**src/rtl/pfq_pkg.sv**
```systemverilog
package pfq_pkg;
  localparam int unsigned ADDR_W = 32;
  localparam int unsigned DATA_W = 32;

  typedef struct packed {
    logic              err;
    logic [ADDR_W-1:0] addr;
    logic [DATA_W-1:0] data;
  } pfq_entry_t;
endpackage

```
**src/rtl/pfq_fifo.sv**
```systemverilog
module pfq_fifo
  import pfq_pkg::*;
#(
  parameter  int unsigned DEPTH = 4,
  localparam int unsigned PW    = (DEPTH > 1) ? $clog2(DEPTH) : 1,
  localparam int unsigned CW    = $clog2(DEPTH + 1)
) (
  input  logic          clk_i,
  input  logic          rst_ni,
  input  logic          clear_i,
  input  logic          push_i,
  input  pfq_entry_t    push_entry_i,
  input  logic          pop_i,
  output pfq_entry_t    head_o,
  output logic          valid_o,
  output logic [CW-1:0] count_o
);
  pfq_entry_t    mem [DEPTH];
  logic [PW-1:0] wr_q, rd_q;
  logic [CW-1:0] cnt_q;

  function automatic logic [PW-1:0] nxt(input logic [PW-1:0] p);
    return (p == PW'(DEPTH - 1)) ? '0 : p + PW'(1);
  endfunction

  always_ff @(posedge clk_i or negedge rst_ni) begin
    if (!rst_ni) begin
      wr_q  <= '0;
      rd_q  <= '0;
      cnt_q <= '0;
    end else if (clear_i) begin
      wr_q  <= '0;
      rd_q  <= '0;
      cnt_q <= '0;
    end else begin
      if (push_i) wr_q <= nxt(wr_q);
      if (pop_i)  rd_q <= nxt(rd_q);
      cnt_q <= cnt_q + CW'(push_i) - CW'(pop_i);
    end
  end

  always_ff @(posedge clk_i) begin
    if (push_i && !clear_i) mem[wr_q] <= push_entry_i;
  end

  assign head_o  = mem[rd_q];
  assign valid_o = (cnt_q != '0);
  assign count_o = cnt_q;

  assert_no_overflow_R3: assert property (@(posedge clk_i) disable iff (!rst_ni)
    (push_i && !clear_i) |-> (cnt_q < CW'(DEPTH)) || pop_i);
  assert_no_underflow_R4: assert property (@(posedge clk_i) disable iff (!rst_ni)
    (pop_i && !clear_i) |-> (cnt_q != '0));
endmodule

```
**src/rtl/pfq_fetch.sv**
```systemverilog
module pfq_fetch
  import pfq_pkg::*;
#(
  parameter  int unsigned     DEPTH      = 4,
  parameter  int unsigned     MAX_OUT    = 8,
  parameter  int unsigned     WORD_BYTES = 4,
  parameter  logic [ADDR_W-1:0] RESET_ADDR = '0,
  localparam int unsigned     CW         = $clog2(DEPTH + 1),
  localparam int unsigned     OW         = $clog2(MAX_OUT + 1)
) (
  input  logic              clk_i,
  input  logic              rst_ni,
  input  logic              flush_i,
  input  logic [ADDR_W-1:0] flush_addr_i,
  input  logic [CW-1:0]     occ_i,
  output logic              req_valid_o,
  input  logic              req_ready_i,
  output logic [ADDR_W-1:0] req_addr_o,
  input  logic              rsp_valid_i,
  output logic              rsp_live_o,
  output logic [ADDR_W-1:0] rsp_addr_o,
  output logic [OW-1:0]     pend_o
);
  logic [ADDR_W-1:0] fetch_addr_q, rsp_addr_q;
  logic [OW-1:0]     pend_q, drop_q;  // live / discarded outstanding
  logic              fire, stale, live_raw;

  assign stale    = rsp_valid_i && (drop_q != '0);
  assign live_raw = rsp_valid_i && (drop_q == '0);

  assign req_valid_o = !flush_i
                    && ((32'(occ_i) + 32'(pend_q)) < DEPTH)
                    && ((32'(pend_q) + 32'(drop_q)) < MAX_OUT);
  assign fire       = req_valid_o && req_ready_i;
  assign rsp_live_o = live_raw && !flush_i;
  assign req_addr_o = fetch_addr_q;
  assign rsp_addr_o = rsp_addr_q;
  assign pend_o     = pend_q;

  always_ff @(posedge clk_i or negedge rst_ni) begin
    if (!rst_ni) begin
      fetch_addr_q <= RESET_ADDR;
      rsp_addr_q   <= RESET_ADDR;
      pend_q       <= '0;
      drop_q       <= '0;
    end else if (flush_i) begin
      fetch_addr_q <= flush_addr_i;
      rsp_addr_q   <= flush_addr_i;
      pend_q       <= '0;
      drop_q       <= drop_q + pend_q - OW'(stale) - OW'(live_raw);
    end else begin
      if (fire)     fetch_addr_q <= fetch_addr_q + ADDR_W'(WORD_BYTES);
      if (live_raw) rsp_addr_q   <= rsp_addr_q + ADDR_W'(WORD_BYTES);
      pend_q <= pend_q + OW'(fire) - OW'(live_raw);
      drop_q <= drop_q - OW'(stale);
    end
  end

  assert_out_bound_R3: assert property (@(posedge clk_i) disable iff (!rst_ni)
    (32'(pend_q) + 32'(drop_q)) <= MAX_OUT);
  assert_rsp_expected_R8: assert property (@(posedge clk_i) disable iff (!rst_ni)
    rsp_valid_i |-> (pend_q != '0) || (drop_q != '0));
  assert_flush_redirect_R10: assert property (@(posedge clk_i) disable iff (!rst_ni)
    flush_i |=> (req_addr_o == $past(flush_addr_i)));
endmodule

```
**src/rtl/pfq_top.sv**
```systemverilog
module pfq_top
  import pfq_pkg::*;
#(
  parameter  int unsigned       DEPTH      = 4,
  parameter  int unsigned       MAX_OUT    = 8,
  parameter  int unsigned       WORD_BYTES = 4,
  parameter  logic [ADDR_W-1:0] RESET_ADDR = '0,
  localparam int unsigned       CW         = $clog2(DEPTH + 1),
  localparam int unsigned       OW         = $clog2(MAX_OUT + 1)
) (
  input  logic              clk_i,
  input  logic              rst_ni,
  input  logic              flush_i,
  input  logic [ADDR_W-1:0] flush_addr_i,
  output logic              req_valid_o,
  input  logic              req_ready_i,
  output logic [ADDR_W-1:0] req_addr_o,
  input  logic              rsp_valid_i,
  input  logic [DATA_W-1:0] rsp_data_i,
  input  logic              rsp_err_i,
  output logic              out_valid_o,
  input  logic              out_ready_i,
  output logic [DATA_W-1:0] out_data_o,
  output logic [ADDR_W-1:0] out_addr_o,
  output logic              out_err_o,
  output logic              fault_o,
  output logic [ADDR_W-1:0] fault_addr_o
);
  logic              rsp_live, pop;
  logic [ADDR_W-1:0] rsp_addr;
  logic [CW-1:0]     occ;
  logic [OW-1:0]     pend;
  pfq_entry_t        in_entry, head;

  pfq_fetch #(
    .DEPTH(DEPTH), .MAX_OUT(MAX_OUT), .WORD_BYTES(WORD_BYTES), .RESET_ADDR(RESET_ADDR)
  ) u_fetch (
    .clk_i, .rst_ni, .flush_i, .flush_addr_i,
    .occ_i(occ), .req_valid_o, .req_ready_i, .req_addr_o,
    .rsp_valid_i, .rsp_live_o(rsp_live), .rsp_addr_o(rsp_addr), .pend_o(pend)
  );

  assign in_entry = '{err: rsp_err_i, addr: rsp_addr, data: rsp_data_i};

  pfq_fifo #(.DEPTH(DEPTH)) u_fifo (
    .clk_i, .rst_ni, .clear_i(flush_i), .push_i(rsp_live), .push_entry_i(in_entry),
    .pop_i(pop), .head_o(head), .valid_o(out_valid_o), .count_o(occ)
  );

  // flush voids a coincident consume
  assign pop          = out_valid_o && out_ready_i && !flush_i;
  assign out_data_o   = head.data;
  assign out_addr_o   = head.addr;
  assign out_err_o    = head.err;
  assign fault_o      = pop && head.err;
  assign fault_addr_o = head.addr;

  assert_flush_empties_R7: assert property (@(posedge clk_i) disable iff (!rst_ni)
    flush_i |=> !out_valid_o);
  assert_slot_reserve_R3: assert property (@(posedge clk_i) disable iff (!rst_ni)
    (32'(occ) + 32'(pend)) <= DEPTH);
  assert_fault_on_take_R6: assert property (@(posedge clk_i) disable iff (!rst_ni)
    fault_o |-> out_valid_o && out_err_o && (fault_addr_o == out_addr_o));
endmodule

```
**config.mk**
```make
export PLATFORM = sky130hd
export DESIGN_NAME = pfq_top
export DESIGN_NICKNAME = d
export VERILOG_FILES = /design/src/rtl/pfq_pkg.sv /design/src/rtl/pfq_fifo.sv /design/src/rtl/pfq_fetch.sv /design/src/rtl/pfq_top.sv
export SDC_FILE = /design/constraint.sdc
export NUM_CORES = 1
export LEC_CHECK = 0
export ABC_AREA = 1
export BUFFER_PORTS_ARGS = -buffer_cell sky130_fd_sc_hd__buf_2
export CORE_UTILIZATION = 52
export CTS_BUF_LIST = sky130_fd_sc_hd__clkbuf_16
export DETAILED_ROUTE_END_ITERATION = 16
export GPL_ROUTABILITY_DRIVEN = 1
export PLACE_DENSITY = 0.82
export SYNTH_ARGS = -nofsm -noshare
export SYNTH_HDL_FRONTEND = slang
export SYNTH_SLANG_ARGS = --single-unit
```
**constraint.sdc**
```tcl
create_clock -name clk_i -period 4.13 [get_ports clk_i]
set_clock_uncertainty 0.05 [all_clocks]
set_input_delay 0.826 -clock clk_i [delete_from_list [all_inputs] [get_ports clk_i]]
set_output_delay 0.826 -clock clk_i [all_outputs]
set_load 0.01 [all_outputs]
```
== Word-level counts from Yosys, hierarchy flattened ==
Memories as Yosys holds them, arrays and structs flattened.
Cells that the tools add are included.

* Flip-flop bits (word level): 79
* Latch bits: 0
* Bits in writable memories: 260
* ROM bits: 0
* Bits of input ports: 71
* Output and inout port bits: 132
* Memories kept: 1

* Add/subtract/negate cells: 14
* $mul: 0
* Divide/modulo/power cells: 0
* Magnitude comparators: 2
* Equal/unequal tests: 2
* Shift operators: 0
* Mux-type cells: 15
* Bitwise gates (word level): 0
* Reduce and logical (&&, ||, !) cells: 18

{| class="wikitable"
|+ Memories
! memory !! words !! width !! read ports !! clocked after memory_dff !! wr ports !! line !! RTL
|-
| u_fifo.mem || 4 || 65 || 1 || 0 || 1 || pfq_fifo.sv:18 || <nowiki>pfq_entry_t mem [DEPTH];</nowiki>
|}

{| class="wikitable"
|+ Operators by type and width
! operator !! count
|-
| $mux W32 || 4
|-
| $add A32 B3 Y32 const B || 2
|-
| $lt A32 B3 Y1 const B || 1
|-
| $lt A32 B4 Y1 const B || 1
|-
| $sub A4 B1 Y4 || 4
|-
| $mux W2 || 6
|-
| $logic_and A1 B1 Y1 || 10
|-
| $mux W4 || 2
|-
| $reduce_bool A2 Y1 || 4
|-
| $add A3 B4 Y5 || 1
|-
| $add A4 B4 Y5 || 1
|-
| $add A2 B1 Y2 const B || 2
|-
| $add A4 B1 Y4 || 1
|-
| $add A4 B4 Y4 || 1
|-
| $eq A2 B2 Y1 const B || 2
|-
| $logic_not A4 Y1 || 1
|-
| $reduce_bool A4 Y1 || 1
|-
| $add A3 B1 Y3 || 1
|-
| $mux W3 || 1
|-
| $reduce_bool A3 Y1 || 1
|-
| $sub A3 B1 Y3 || 1
|-
| $mux W1 || 2
|-
| $logic_not A1 Y1 || 1
|}

== Longest topological paths before layout ==
* Depth after elaboration: 8
* Gate-level depth with buffers: 12
* Gate-level depth less buffers: 11

== Modules after synthesis ==
From an unflattened synthesis, not the netlist that was laid out.

* Cell total of the unflattened synthesis: 1608
* Area total of the unflattened synthesis: 16077.9 sq um

{| class="wikitable"
|+ By module, submodules not included
! module !! times used !! cells an instance !! area each (sq um)
|-
| pfq_fifo || 1 || 812 || 10711.5
|-
| pfq_fetch || 1 || 759 || 5098.6
|-
| pfq_top || 1 || 37 || 267.8
|}

== Least setup slack after synthesis ==
OpenSTA, ideal clock, no wires.

* Kind: in2reg
* Start point: in rsp_valid_i
* End point: mem u_fifo.mem[0][0] (netlist bit) (enable)
* Library setup time: 0.488 ns
* Arrival time: 4.053 ns
* Slack: -0.461 ns
* Stages: 4
* Path through: nand4_2 > nor2_4 > inv_1 > nor2_1

* Cells in the longest elaborated chain, start to end: 5

{| class="wikitable"
|+ RTL lines
! item !! line !! RTL
|-
| start: declaration || pfq_top.sv:18 || <nowiki>input logic rsp_valid_i,</nowiki>
|-
| $logic_and A1 B1 Y1 || pfq_fetch.sv:29 || <nowiki>assign live_raw = rsp_valid_i && (drop_q == '0);</nowiki>
|-
| $logic_and A1 B1 Y1 || pfq_fetch.sv:35 || <nowiki>assign rsp_live_o = live_raw && !flush_i;</nowiki>
|-
| $logic_and A1 B1 Y1 || pfq_fifo.sv:43 || <nowiki>if (push_i && !clear_i) mem[wr_q] <= push_entry_i;</nowiki>
|-
| $mux W1 || pfq_fifo.sv:43 ||
|-
| $mux W1 (not written as such) || pfq_fifo.sv:43 ||
|-
| end: declaration || pfq_fifo.sv:18 ||
|}

Every way passes these cells.

== Worst setup path after layout ==
* Start point: reg u_fifo.rd_q[0]
* End point: out out_addr_o[15]

* Cells in the longest elaborated chain, start to end: 1

{| class="wikitable"
|+ RTL lines
! item !! line !! RTL
|-
| start: declaration || pfq_fifo.sv:19 || <nowiki>logic [PW-1:0] wr_q, rd_q;</nowiki>
|-
| start signal: assignment || pfq_fifo.sv:37 || <nowiki>if (pop_i) rd_q <= nxt(rd_q);</nowiki>
|-
| $mem_v2 Z4 W65 || n/a ||
|-
| end: declaration || pfq_top.sv:24 || <nowiki>output logic [ADDR_W-1:0] out_addr_o,</nowiki>
|}

Every way passes these cells.

==> impl_metrics.py <==
metrics = {
    "global_route": {
        "antenna_found_initial": 0,
        "grt_max_degree": 109,
        "grtUsageTotal_pct": 23.73,
        "grt_pass1_wl_um": 56480,
        "grt_overflow_total": 0,
        "grt_pass1_vias": 10825,
    },
    "die": {
        "dieArea_sq_um": 30250,
        "start_util_pct": 53.26,
        "rows": 62,
        "ios": 203,
        "chipWidth_um": 173.9,
        "die_h_um": 173.9,
        "core_sq_um": 28860,
    },
    "timing": {
        "min_period_ns": 3.666,
        "fmax_mhz": 272.8,
        "finalHoldViolCount": 0,
        "final.period_utilization_pct": 88.76,
        "rsz0062_at_grt": "no",
        "tns_ns": 0,
        "setup_violations": 0,
        "worst_pin_slew_ns": 1.001,
        "slew_headroom_pct": 33.24,
        "slew_violations": 0,
        "holdWs_ns": 0.3713,
    },
    "power_and_ir_drop": {
        "p_sw_uw": 3253,
        "power_frac_comb_pct": 25.7,
        "power_frac_clock_pct": 29.9,
        "pwr-share-seq_pct": 44.3,
        "cellLeakagePower_uw": 0.006993,
        "power.internal_uw": 6597,
        "ir_drop_uv": 352.8,
        "switching_share_pct": 33.02,
        "total_power_uw": 9850,
        "power_density_nw_per_um2": 558.3,
    },
    "yosys": {
        "synth_cell_type_count": 41,
        "synth_xor_area_share_pct": 2.279,
        "synth_warnings": 0,
        "synth_nets": 1574,
        "avgSynthCellArea_sq_um": 10.43,
        "ys_ff_latch": 339,
        "syn_inst": 1473,
        "synthAdderAreaFrac_pct": 2.638,
        "synthSimpleGateAreaFrac_pct": 16.56,
        "seq_area_frac_synth_pct": 63.66,
        "synth_top_area_share_pct": 50.80,
        "synth_compound_area_share_pct": 9.264,
        "yosys.area.top_type": "edfxtp_1",
        "synth_mux_area_share_pct": 0.06513,
        "synth_top_family_by_area": "simple AND/OR/NAND/NOR gates",
        "synth.area.top_cells": "edfxtp_1 (51%), dfrtp_1 (13%), nand2_1 (6.8%), nor2_1 (6.0%), o21ai_0 (4.8%)",
        "netlist_area_sq_um": 15370,
    },
    "cells_and_area": {
        "n_antenna_cell": 0,
        "final_cell_mix": "nand2_1 (279), edfxtp_1 (260), nor2_1 (241)",
        "final_nets": 1736,
        "fillers": 2246,
        "final_util_pct": 61.13,
        "seqCellArea_sq_um": 9789,
        "layout_commonest_cell": "nand2_1",
        "multi_input_area_sq_um": 4765,
        "syn_to_final_growth_pct": 14.78,
        "layout.cells.non_filler": 2042,
        "drive_above_1_share_pct": 18.15,
    },
    "drt": {
        "viasPerCell": 5.613,
        "wl_um": 36170,
        "vias": 11461,
        "drc": 0,
        "antenna_left": 0,
        "wl_per_cell_um": 17.71,
        "drt_iter0_drc": 1108,
        "drt_first_pass_iters": 7,
    },
    "cts": {
        "clk-insertion-delay-late_ns": 0.51,
        "cts_tree": "yes",
        "cts_buffers": 35,
        "root_buffer": "clkbuf_16",
        "cts_buffer_depth": 3,
        "cts_resized": 0,
        "clock_sinks": 339,
        "clkSlewWorstSetupHoldPaths_ns": 0.06,
        "postCtsHoldBufs": 0,
        "post_cts_buffers": 0,
        "htreeDepth": 2,
    },
    "worst_setup_path": {
        "cp_slowest_stage_delay_ns": 0.81,
        "slowest_stage": "buf_4",
        "worst-path-buf-inv": 2,
        "worstReg2RegStart": "u_fetch.drop_q[1]",
        "cp_cell_sequence": "buf_4 -> o21ai_0 -> o22ai_1 -> buf_2",
        "cp_data_arrival_time_ns": 2.79,
        "path_delay_family": "buffers and inverters",
        "startpoint_type": "register",
        "worstSetupStartpoint": "u_fifo.rd_q[0]",
        "critPathRequiredTime_ns": 3.25,
        "crit_path_max_fanout": 108,
        "end_kind": "output port",
        "worstSetupPathType": "reg2out",
    },
    "place": {
        "dp.cells": 1982,
        "io_buffers": 202,
        "hpwl_um": 23370,
        "routabilityCongestion": 0.9315,
    },
    "flow_run": {
        "cap_violations": 0,
    },
    "hold_path": {
        "hp-class": "in2async",
    },
    "status": {
        "outcome": "completed",
    },
}
==> flip-flops by register name, summed over array words and instances, names as in the netlist <==
| signal | cells |
|---|---|
| u_fifo.rd_q | 2 |
| u_fifo.count_o | 3 |
| u_fifo.mem | 260 |
| u_fifo.wr_q | 2 |
| u_fetch.pend_o | 4 |
| u_fetch.drop_q | 4 |
| u_fetch.rsp_addr_o | 32 |
| u_fetch.req_addr_o | 32 |
==> Yosys cell counts, drive strengths merged <==
| cell type | count |
|---|---|
| a21o | 1 |
| nand3b | 7 |
| o21bai | 2 |
| nor3 | 2 |
| a31oi | 7 |
| a21oi | 24 |
| a22oi | 2 |
| ha | 26 |
| fa | 4 |
| xnor2 | 9 |
| inv | 88 |
| and2 | 1 |
| o21a | 1 |
| o31ai | 2 |
| o211ai | 6 |
| or2 | 1 |
| nand4 | 4 |
| clkbuf | 36 |
| buf | 55 |
| nand3 | 64 |
| dfrtp | 79 |
| edfxtp | 260 |
| nand2 | 285 |
| o21ai | 148 |
| o22ai | 65 |
| clkinv | 2 |
| nor2 | 259 |
| mux2i | 1 |
| a21boi | 1 |
| xor2 | 31 |
==> power by group through the flow <==
| stage | clock network, uW | registers [uW] | logic (uW) |
|---|---|---|---|
| 3_5_place_dp | 0 | 4420 | 2530 |
| 4_1_cts | 2990 | 4360 | 2550 |
| 2_1_floorplan | 0 | 4330 | 1790 |
| 5_1_grt | 3130 | 4410 | 2830 |
| 3_3_place_gp | 0 | 4410 | 2440 |
| 6_report | 2950 | 4370 | 2540 |
==> worst paths after layout <==
path	endpoint	slack, ns	cells after the start
min in group clk_i	u_fetch.req_addr_o[0]	0.42	2
setup / recovery	out_addr_o[15]	0.46	4
hold reg to reg	u_fetch.req_addr_o[0]	0.42	2
setup reg to reg	u_fifo.mem[1][53]	1.51	6
hold / removal	u_fetch.req_addr_o[27]	0.37	1
max in group asynchronous	u_fetch.rsp_addr_o[27]	2.92	2
==> cell type report <==
cell class              instances  area share (%)
clock inverters                25           1.128
multi-input cells             953           27.01
repair buffers                216           6.766
well taps                     384           2.723
clock buffers                  35           4.965
flip-flops and latches        339           55.49
inverters                      90           1.922
==> logic make-up (layout without fill, tap and decap cells) <==
family,count (synthesis),in the layout
DFF,339,339
and+or+nand+nor,623,623
xor gates and xnor gates,40,40
adders and majority gates,30,30
AOI/OAI and AO/OA,259,259
buffers and inverters,181,366
muxes,1,1
==> routing by layer <==
metal	vias to the layer above	part of all wire (%)	GRT usage, %
met3	53	8.0	4.309
met4	0	1.9	5.775
li1	5334	-	-
met2	495	47	37.75
met5	-	0	0
met1	5579	43	33.95
==> through the flow <==
| stage | instance area [sq um] | worst slack (ns) |
|---|---|---|
| 2_1_floorplan | 15370 | -0.4613 |
| 5_1_grt | 17640 | 0.3249 |
| 4_1_cts | 17640 | 0.4426 |
| 3_5_place_dp | 16570 | 1.008 |
| 3_3_place_gp | 16570 | 1.090 |
| 6_report | 17640 | 0.4644 |
(Power assumes the default switching activity.)
